**src/rtl/burst_pkg.sv**
```systemverilog
package burst_pkg;
   typedef enum logic [2:0] {
      ST_WAIT  = 3'd0,
      ST_AMID  = 3'd1,
      ST_ALO   = 3'd2,
      ST_LHI   = 3'd3,
      ST_LLO   = 3'd4,
      ST_BURST = 3'd5
   } seq_state_t;
endpackage

```
**src/rtl/strobe_edge.sv**
```systemverilog
module strobe_edge #(
   parameter int STAGES = 2
) (
   input  logic clk,
   input  logic rst,
   input  logic strobe,
   output logic rise
);
   logic [STAGES-1:0] chain;
   logic              last;

   generate
      if (STAGES == 1) begin : g_single
         always_ff @(posedge clk) begin
            if (rst) chain <= '0;
            else     chain <= strobe;
         end
      end else begin : g_multi
         always_ff @(posedge clk) begin
            if (rst) chain <= '0;
            else     chain <= {chain[STAGES-2:0], strobe};
         end
      end
   endgenerate

   always_ff @(posedge clk) begin
      if (rst) last <= 1'b0;
      else     last <= chain[STAGES-1];
   end

   assign rise = chain[STAGES-1] & ~last;

   initial assert (STAGES >= 1) else $error("STAGES must be at least 1");

   p_single_rise_r10: assert property (@(posedge clk) disable iff (rst)
      rise |=> !rise);
endmodule

```
**src/rtl/ptr_regs.sv**
```systemverilog
module ptr_regs #(
   parameter int DATA_W = 8,
   parameter int ADDR_W = 22
) (
   input  logic              clk,
   input  logic              rst,
   input  logic [DATA_W-1:0] byte_in,
   input  logic              ld_hi,
   input  logic              ld_mid,
   input  logic              ld_lo,
   input  logic              ld_len_hi,
   input  logic              ld_len_lo,
   input  logic              step,
   output logic [ADDR_W-1:0] addr,
   output logic              len_hi_zero,
   output logic              len_is_one
);
   localparam int HI_W  = ADDR_W - 2*DATA_W;
   localparam int LEN_W = 2*DATA_W;

   logic [LEN_W-1:0] len;

   always_ff @(posedge clk) begin
      if (rst) begin
         addr <= '0;
      end else if (ld_hi) begin
         addr[ADDR_W-1 -: HI_W] <= byte_in[HI_W-1:0];
      end else if (ld_mid) begin
         addr[2*DATA_W-1 -: DATA_W] <= byte_in;
      end else if (ld_lo) begin
         addr[DATA_W-1:0] <= byte_in;
      end else if (step) begin
         addr <= addr + {{(ADDR_W-1){1'b0}}, 1'b1};
      end
   end

   always_ff @(posedge clk) begin
      if (rst) begin
         len <= '0;
      end else if (ld_len_hi) begin
         len[LEN_W-1 -: DATA_W] <= byte_in;
      end else if (ld_len_lo) begin
         len[DATA_W-1:0] <= byte_in;
      end else if (step) begin
         len <= len - {{(LEN_W-1){1'b0}}, 1'b1};
      end
   end

   assign len_hi_zero = (len[LEN_W-1 -: DATA_W] == '0);
   assign len_is_one  = (len == {{(LEN_W-1){1'b0}}, 1'b1});

   p_addr_step_r5: assert property (@(posedge clk) disable iff (rst)
      (step && !ld_hi && !ld_mid && !ld_lo) |=>
         addr == $past(addr) + {{(ADDR_W-1){1'b0}}, 1'b1});
   p_len_step_r5: assert property (@(posedge clk) disable iff (rst)
      (step && !ld_len_hi && !ld_len_lo) |=>
         len == $past(len) - {{(LEN_W-1){1'b0}}, 1'b1});
   p_hold_idle_r10: assert property (@(posedge clk) disable iff (rst)
      !(step || ld_hi || ld_mid || ld_lo || ld_len_hi || ld_len_lo) |=>
         $stable(addr) && $stable(len));
endmodule

```
**src/rtl/seq_fsm.sv**
```systemverilog
module seq_fsm
   import burst_pkg::*;
#(
   parameter int DATA_W = 8
) (
   input  logic              clk,
   input  logic              rst,
   input  logic              rise,
   input  logic [DATA_W-1:0] byte_in,
   input  logic              len_hi_zero,
   input  logic              len_is_one,
   output seq_state_t        state,
   output logic              wr_mode,
   output logic              ld_hi,
   output logic              ld_mid,
   output logic              ld_lo,
   output logic              ld_len_hi,
   output logic              ld_len_lo,
   output logic              step
);
   localparam int FLAG_BIT = DATA_W - 1;
   localparam int MODE_BIT = DATA_W - 2;

   seq_state_t nxt;
   logic       start;
   logic       zero_len;

   assign start     = rise && (state == ST_WAIT) && byte_in[FLAG_BIT];
   assign ld_hi     = start;
   assign ld_mid    = rise && (state == ST_AMID);
   assign ld_lo     = rise && (state == ST_ALO);
   assign ld_len_hi = rise && (state == ST_LHI);
   assign ld_len_lo = rise && (state == ST_LLO);
   assign step      = rise && (state == ST_BURST);
   assign zero_len  = len_hi_zero && (byte_in == '0);

   always_comb begin
      nxt = state;
      unique case (state)
         ST_WAIT:  if (start)     nxt = ST_AMID;
         ST_AMID:  if (rise)      nxt = ST_ALO;
         ST_ALO:   if (rise)      nxt = ST_LHI;
         ST_LHI:   if (rise)      nxt = ST_LLO;
         ST_LLO:   if (rise)      nxt = zero_len ? ST_WAIT : ST_BURST;
         ST_BURST: if (rise && len_is_one) nxt = ST_WAIT;
         default:                 nxt = ST_WAIT;
      endcase
   end

   always_ff @(posedge clk) begin
      if (rst) begin
         state   <= ST_WAIT;
         wr_mode <= 1'b0;
      end else begin
         state <= nxt;
         if (start) wr_mode <= byte_in[MODE_BIT];
      end
   end

   p_zero_len_exit_r7: assert property (@(posedge clk) disable iff (rst)
      (ld_len_lo && len_hi_zero && byte_in == '0) |=> state == ST_WAIT);
   p_last_exit_r6: assert property (@(posedge clk) disable iff (rst)
      (step && len_is_one) |=> state == ST_WAIT);
   p_no_flag_ignored_r2: assert property (@(posedge clk) disable iff (rst)
      (state == ST_WAIT && !byte_in[FLAG_BIT]) |=> state == ST_WAIT);
endmodule

```
**src/rtl/burst_seq.sv**
```systemverilog
module burst_seq
   import burst_pkg::*;
#(
   parameter int DATA_W      = 8,
   parameter int ADDR_W      = 22,
   parameter int SYNC_STAGES = 2
) (
   input  logic              clk,
   input  logic              rst,
   input  logic              strobe,
   input  logic [DATA_W-1:0] bus_in,
   output logic [ADDR_W-1:0] sram_addr,
   output logic              sram_ce_n,
   output logic              sram_oe_n,
   output logic              sram_we_n,
   output logic              bus_dir
);
   localparam int HI_W = ADDR_W - 2*DATA_W;

   initial assert (HI_W >= 1 && HI_W <= DATA_W - 2)
      else $error("ADDR_W leaves no room for flag and mode bits");

   logic       rise, wr_mode, step;
   logic       ld_hi, ld_mid, ld_lo, ld_len_hi, ld_len_lo;
   logic       len_hi_zero, len_is_one;
   seq_state_t state;
   logic       in_burst;

   strobe_edge #(.STAGES(SYNC_STAGES)) u_edge (
      .clk(clk), .rst(rst), .strobe(strobe), .rise(rise)
   );

   seq_fsm #(.DATA_W(DATA_W)) u_fsm (
      .clk(clk), .rst(rst), .rise(rise), .byte_in(bus_in),
      .len_hi_zero(len_hi_zero), .len_is_one(len_is_one),
      .state(state), .wr_mode(wr_mode),
      .ld_hi(ld_hi), .ld_mid(ld_mid), .ld_lo(ld_lo),
      .ld_len_hi(ld_len_hi), .ld_len_lo(ld_len_lo), .step(step)
   );

   ptr_regs #(.DATA_W(DATA_W), .ADDR_W(ADDR_W)) u_regs (
      .clk(clk), .rst(rst), .byte_in(bus_in),
      .ld_hi(ld_hi), .ld_mid(ld_mid), .ld_lo(ld_lo),
      .ld_len_hi(ld_len_hi), .ld_len_lo(ld_len_lo), .step(step),
      .addr(sram_addr), .len_hi_zero(len_hi_zero), .len_is_one(len_is_one)
   );

   assign in_burst  = (state == ST_BURST);
   assign sram_ce_n = ~in_burst;
   assign sram_oe_n = ~(in_burst & ~wr_mode);
   assign sram_we_n = ~(step & wr_mode);
   assign bus_dir   = in_burst & ~wr_mode;

   p_enables_exclusive_r8: assert property (@(posedge clk) disable iff (rst)
      !(!sram_oe_n && !sram_we_n));
   p_oe_needs_ce_r8: assert property (@(posedge clk) disable iff (rst)
      !sram_oe_n |-> !sram_ce_n);
   p_we_single_r9: assert property (@(posedge clk) disable iff (rst)
      !sram_we_n |=> sram_we_n);
   p_dir_write_r9: assert property (@(posedge clk) disable iff (rst)
      !sram_we_n |-> !bus_dir);
endmodule

```
**config.mk**
```make
export PLATFORM = sky130hd
export DESIGN_NAME = burst_seq
export DESIGN_NICKNAME = d
export VERILOG_FILES = /design/src/rtl/burst_pkg.sv /design/src/rtl/strobe_edge.sv /design/src/rtl/ptr_regs.sv /design/src/rtl/seq_fsm.sv /design/src/rtl/burst_seq.sv
export SDC_FILE = /design/constraint.sdc
export NUM_CORES = 1
export LEC_CHECK = 0
export BUFFER_PORTS_ARGS = -buffer_cell sky130_fd_sc_hd__buf_2
export CORE_UTILIZATION = 30
export DETAILED_ROUTE_END_ITERATION = 7
export PLACE_DENSITY_LB_ADDON = 0.1
export SLEW_MARGIN = 10
export SYNTH_ARGS = -nofsm -noshare
export SYNTH_HDL_FRONTEND = slang
export SYNTH_SLANG_ARGS = --single-unit
```
**constraint.sdc**
```tcl
create_clock -name clk -period 6.3 [get_ports clk]
set_input_delay 0.945 -clock clk [delete_from_list [all_inputs] [get_ports clk]]
set_output_delay 0.945 -clock clk [all_outputs]
set_load 0.01 [all_outputs]
```
# Yosys cells after proc, flatten, opt, wreduce, memory -nomap -nowiden
# Index checks and enable logic that the tools add are counted.
# Widths: inputs -> output; s select.
# classes
muxes	18
reduce_logical	23
addsub	2
n_bitwise	11
n_eq_ne	16
# ops
op	n
$mux 8	5
$add 22x1->22 const B	1
$mux 22	1
$mux 3	7
$pmux 3 s6	1
$eq 16x1->1 const B	1
$logic_not 8->1	2
$mux 16	1
$sub 16x1->16 const B	1
$mux 14	1
$mux 6	2
$ne 2x1->1 const B	5
$ne 2x2->1 const B	5
$reduce_bool 2->1	5
$logic_and 1x1->1	9
$reduce_and 3->1	3
$not 1->1	8
$eq 3x2->1 const B	2
$eq 3x3->1 const B	2
$reduce_and 6->1	1
$reduce_and 2->1	2
$and 1x1->1	3
$eq 3x1->1 const B	1
$logic_not 3->1	1
# word_totals
out_inout_bits	26
elab_cells	79
regBits	45

# Longest topological paths before layout
# depth
word_depth	7
ltp_mapped	8

# By module
# From an unflattened synthesis, not the netlist that was laid out.
# unflattened
hier_cells	382
area_unflattened_um2	2921.6
# by_module_without_submodules
module	area_each_um2	n_inst	seq_area_each_um2	cells_each
ptr_regs	2503.7	1	760.7	333
seq_fsm	295.3	1	80.1	38
strobe_edge	87.6	1	60.1	7
burst_seq	35.0	1	0.0	4

# Least setup slack after synthesis
# No wires, ideal clock.
# synth_path
path_type	register -> register
startpoint	register u_regs.addr[0]
endpoint	register u_regs.addr[18]
required_ns	6.209
setup_ns	0.091
t_arrival_ns	2.230
stages_incl_launch_ff	7
period_less_slack_ns	2.321
slack_ns	3.979
path_cell_list	dfxtp_1 ha_1 nand3_1 or4_1 buf_2 or4_1 a311oi_1
# synth_via
elab_chain_cells	5
# synth_lines
element	line	source
start, declared	ptr_regs.sv:14	output logic [ADDR_W-1:0] addr,
start signal, assigned by index	ptr_regs.sv:27	addr[ADDR_W-1 -: HI_W] <= byte_in[HI_W-1:0];
start signal, assigned by index	ptr_regs.sv:29	addr[2*DATA_W-1 -: DATA_W] <= byte_in;
start signal, assigned by index	ptr_regs.sv:31	addr[DATA_W-1:0] <= byte_in;
$add 22x1->22	ptr_regs.sv:33	addr <= addr + {{(ADDR_W-1){1'b0}}, 1'b1};
$mux 22	ptr_regs.sv:32	end else if (step) begin
$mux 14	ptr_regs.sv:30	end else if (ld_lo) begin
$mux 6	ptr_regs.sv:28	end else if (ld_mid) begin
$mux 6	ptr_regs.sv:26	end else if (ld_hi) begin
# Every way passes these cells. The select of a mux whose other input is x is not followed.
# A chain may end at the register's enable or synchronous reset.

# Worst setup path after layout
# layout_path
startpoint	register u_fsm.state[2]
endpoint	output sram_we_n
# layout_via
elab_chain_cells	4
# layout_lines
element	line	source
start, declared	seq_fsm.sv:12	output seq_state_t state,
start signal, assigned	seq_fsm.sv:55	state <= nxt;
$eq 3x3->1	seq_fsm.sv:34	assign step = rise && (state == ST_BURST);
$logic_and 1x1->1	seq_fsm.sv:34	
$and 1x1->1	burst_seq.sv:51	assign sram_we_n = ~(step & wr_mode);
$not 1->1	burst_seq.sv:51	
end, declared	burst_seq.sv:15	output logic sram_we_n,
# Every way passes these cells.

==> results_dict.tcl <==
set metrics [dict create \
    drive_above_1_share_pct 15.3 \
    net-switching-power_uw 136 \
    synthesis.area_um2 2800 \
    grt_overflow 0 \
    start_util_pct 31.5 \
    whs_ns 0.439 \
    ctsHoldBuffers 0 \
    worstPathRequired_ns 5.35 \
    nFillCells 949 \
    vias 2857 \
    pin_count 37 \
    ant_nets 0 \
    r2r_setup_slack_ns 3.17 \
    antenna_found_initial 0 \
    numCtsBuffers 5 \
    clkPwrFrac_pct 42.0 \
    clk_pin_slew_worst_paths_ns 0.09 \
    design.core.area_um2 8890 \
    grt_use_total_pct 18.6 \
    diodes 0 \
    post-cts-setup-buffers 0 \
    drt_iter0_markers 148 \
    htree_levels 2 \
    first_global_vias 2532 \
    hold_path_end "u_edge.chain[1]" \
    pwr-share-seq_pct 51.8 \
    cts-root-buf "clkbuf_8" \
    endpoint_kind "output port" \
    hold_path.class "reg2reg" \
    pwr-share-comb_pct 6.1 \
    switching_share_pct 24.1 \
    hpwl_um 5920 \
    critPathMaxFanout 31 \
    wirelength_um 8880 \
    fin_crit_ns 3.17 \
    synth_area_leader_cell "dfxtp_1" \
    cap_violations 0 \
    synth_top_area_share_pct 32.1 \
    grt_max_degree 47 \
    clkLatencyLatePin_ns 0.30 \
    path_cells "and3b_1 -> inv_4 -> nor2_1 -> nand2_1 -> buf_2" \
    netlist_instances 357 \
    fp.dieH_um 98.7 \
    synth.ff_latch_count 45 \
    final_cell_mix "dfxtp_1 (45), buf_2 (36), a21oi_1 (28)" \
    yosysWarningCount 0 \
    holdCritStartpoint "u_edge.chain[0]" \
    drtPass1Iterations 5 \
    hold_viol 0 \
    wire_per_inst_um 18.3 \
    power_density_nw_per_um2 179 \
    final_util_pct 35.4 \
    slowest_stage "dfxtp_1" \
    async_flop_share_pct 0 \
    cts_num_sinks 45 \
    slew_viol_final 0 \
    setup-tns-final_ns 0 \
    start_kind "flop" \
    cts_tree "done" \
    drcViolationCount 0 \
    p_int_uw 427 \
    clk_path_buf_depth 2 \
    io_buffers 36 \
    die_w_um 98.7 \
    min_path_cells 1 \
    synth.distinct_cells 56 \
    leakagePower_nw 1.02 \
    yosys_most_used_dff "dfxtp_1" \
    synth_nets 371 \
    r2r_cells 5 \
    fmax_mhz 315 \
    synth_seq_area_share_pct 32.1 \
    critical_path_class "reg2out" \
    cts_resized 0 \
    cp_data_arrival_time_ns 2.23 \
    slowest_delay_ns 0.98 \
    min_period_over_period_pct 50.3 \
    synth_edf_count 0 \
    nNetsFinal 391 \
    die_area_um2 9740 \
    layout_commonest_cell "dfxtp_1" \
    syn_avg_cell_area_um2 7.85 \
    area_growth_pct 12.4 \
    reg2reg_from "u_fsm.state[2]" \
    status "finished, final reports clean" \
    rows 34 \
    place_congestion 0.757 \
    synthTopCellsByArea "dfxtp_1 (32%), a21oi_1 (5.0%), or4_1 (4.6%)" \
    reg2reg_to "u_regs.addr[20]" \
    skew_ns 0.00841 \
    worst_pin_slew_ns 0.982 \
    viasPerCell 5.88 \
    rsz0062_at_grt "no" \
    setup_violations 0 \
    vdd_drop_max_mv 0.0851 \
    relSlewSlack_pct 34.5 \
    grt_first_pass_wirelength_um 14200 \
]
==> final cells by class <==
cell class                 count  area (um^2)  area share, %
multi-input combinational    275         1750           55.5
tap                          108          135           4.29
clock buffer                   7         86.3           2.74
timing repair buffer          40          210           6.67
inverter                      10         40.0           1.27
sequential                    45          901           28.6
clock inverter                 1         30.0          0.953
==> worst max path at each step <==
stage,from,endpoint,depth (start not counted)
5_1_grt,u_fsm.state[2],sram_we_n,5
3_5_place_dp,u_fsm.state[2],u_regs.addr[20],5
4_1_cts,u_fsm.state[2],sram_we_n,5
6_report,u_fsm.state[2],sram_we_n,5
2_1_floorplan,u_regs.addr[0],u_regs.addr[18],6
3_3_place_gp,u_fsm.state[2],u_regs.addr[16],5
==> critical path, delay by kind of cell, from the launching register on <==
family | cells | cell delay [ns]
flops | 1 | 0.98
simple gates | 3 | 0.76
buf+inv | 2 | 0.20
==> power groups by stage <==
stage	Combinational [mW]	Sequential [mW]	Clock, mW
final	0.0344	0.292	0.237
after global routing	0.0371	0.293	0.258
after CTS	0.0342	0.292	0.248
after detailed placement	0.0341	0.298	0
after global placement	0.0344	0.298	0
after floorplan	0.0192	0.296	0
==> state kept, by name (all words and copies together), names as in the netlist <==
| name | flops |
|---|---|
| u_fsm.wr_mode | 1 |
| u_edge.chain | 2 |
| u_edge.last | 1 |
| u_fsm.state | 3 |
| u_regs.len | 16 |
| u_regs.addr | 22 |
==> per-layer routing <==
layer | vias to the layer above | GRT usage [%] | part of all wire, %
met1 | 1363 | 27.7 | 51
met4 | 0 | 5.51 | 1.8
met3 | 12 | 2.77 | 3.6
met2 | 60 | 27.6 | 44
li1 | 1422 | - | -
met5 | - | 0 | 0
==> per-stage QoR <==
step / cells / instance area [um^2] / power [mW] / setup slack (ns)
final: 486 / 3150 / 0.563 / 3.13
after floorplan: 357 / 2800 / 0.315 / 3.98
after CTS: 486 / 3150 / 0.574 / 3.13
after global routing: 486 / 3150 / 0.588 / 2.98
after global placement: 478 / 3030 / 0.332 / 3.33
after detailed placement: 478 / 3030 / 0.332 / 3.23
==> cell usage after synthesis, types with 4 or more instances <==
| cell type | instances |
|---|---|
| a2111oi_0 | 4 |
| a211oi_1 | 6 |
| a21oi_1 | 28 |
| a311oi_1 | 14 |
| a31oi_1 | 4 |
| and3_1 | 5 |
| clkbuf_1 | 20 |
| dfxtp_1 | 45 |
| inv_1 | 9 |
| nand2_1 | 27 |
| nand2b_1 | 10 |
| nand3_1 | 12 |
| nand3b_1 | 6 |
| nand4_1 | 4 |
| nor2_1 | 22 |
| nor2b_1 | 7 |
| nor3_1 | 8 |
| nor3b_1 | 5 |
| nor4_1 | 8 |
| o21ai_0 | 15 |
| o31ai_1 | 13 |
| or2_2 | 5 |
| or3_1 | 7 |
| or4_1 | 17 |
==> cell families (layout without fill, tap and decap cells) <==
group / after synthesis / count (layout) / synth area share, %
buf+inv: 37 / 58 / 5.53
flops: 45 / 45 / 32.1
compound gates: 112 / 112 / 27.4
mux: 4 / 4 / 1.56
fa+ha+maj: 3 / 3 / 1.34
simple gates: 156 / 156 / 32.0
No activity file was read; power rests on OpenSTA's default activity.
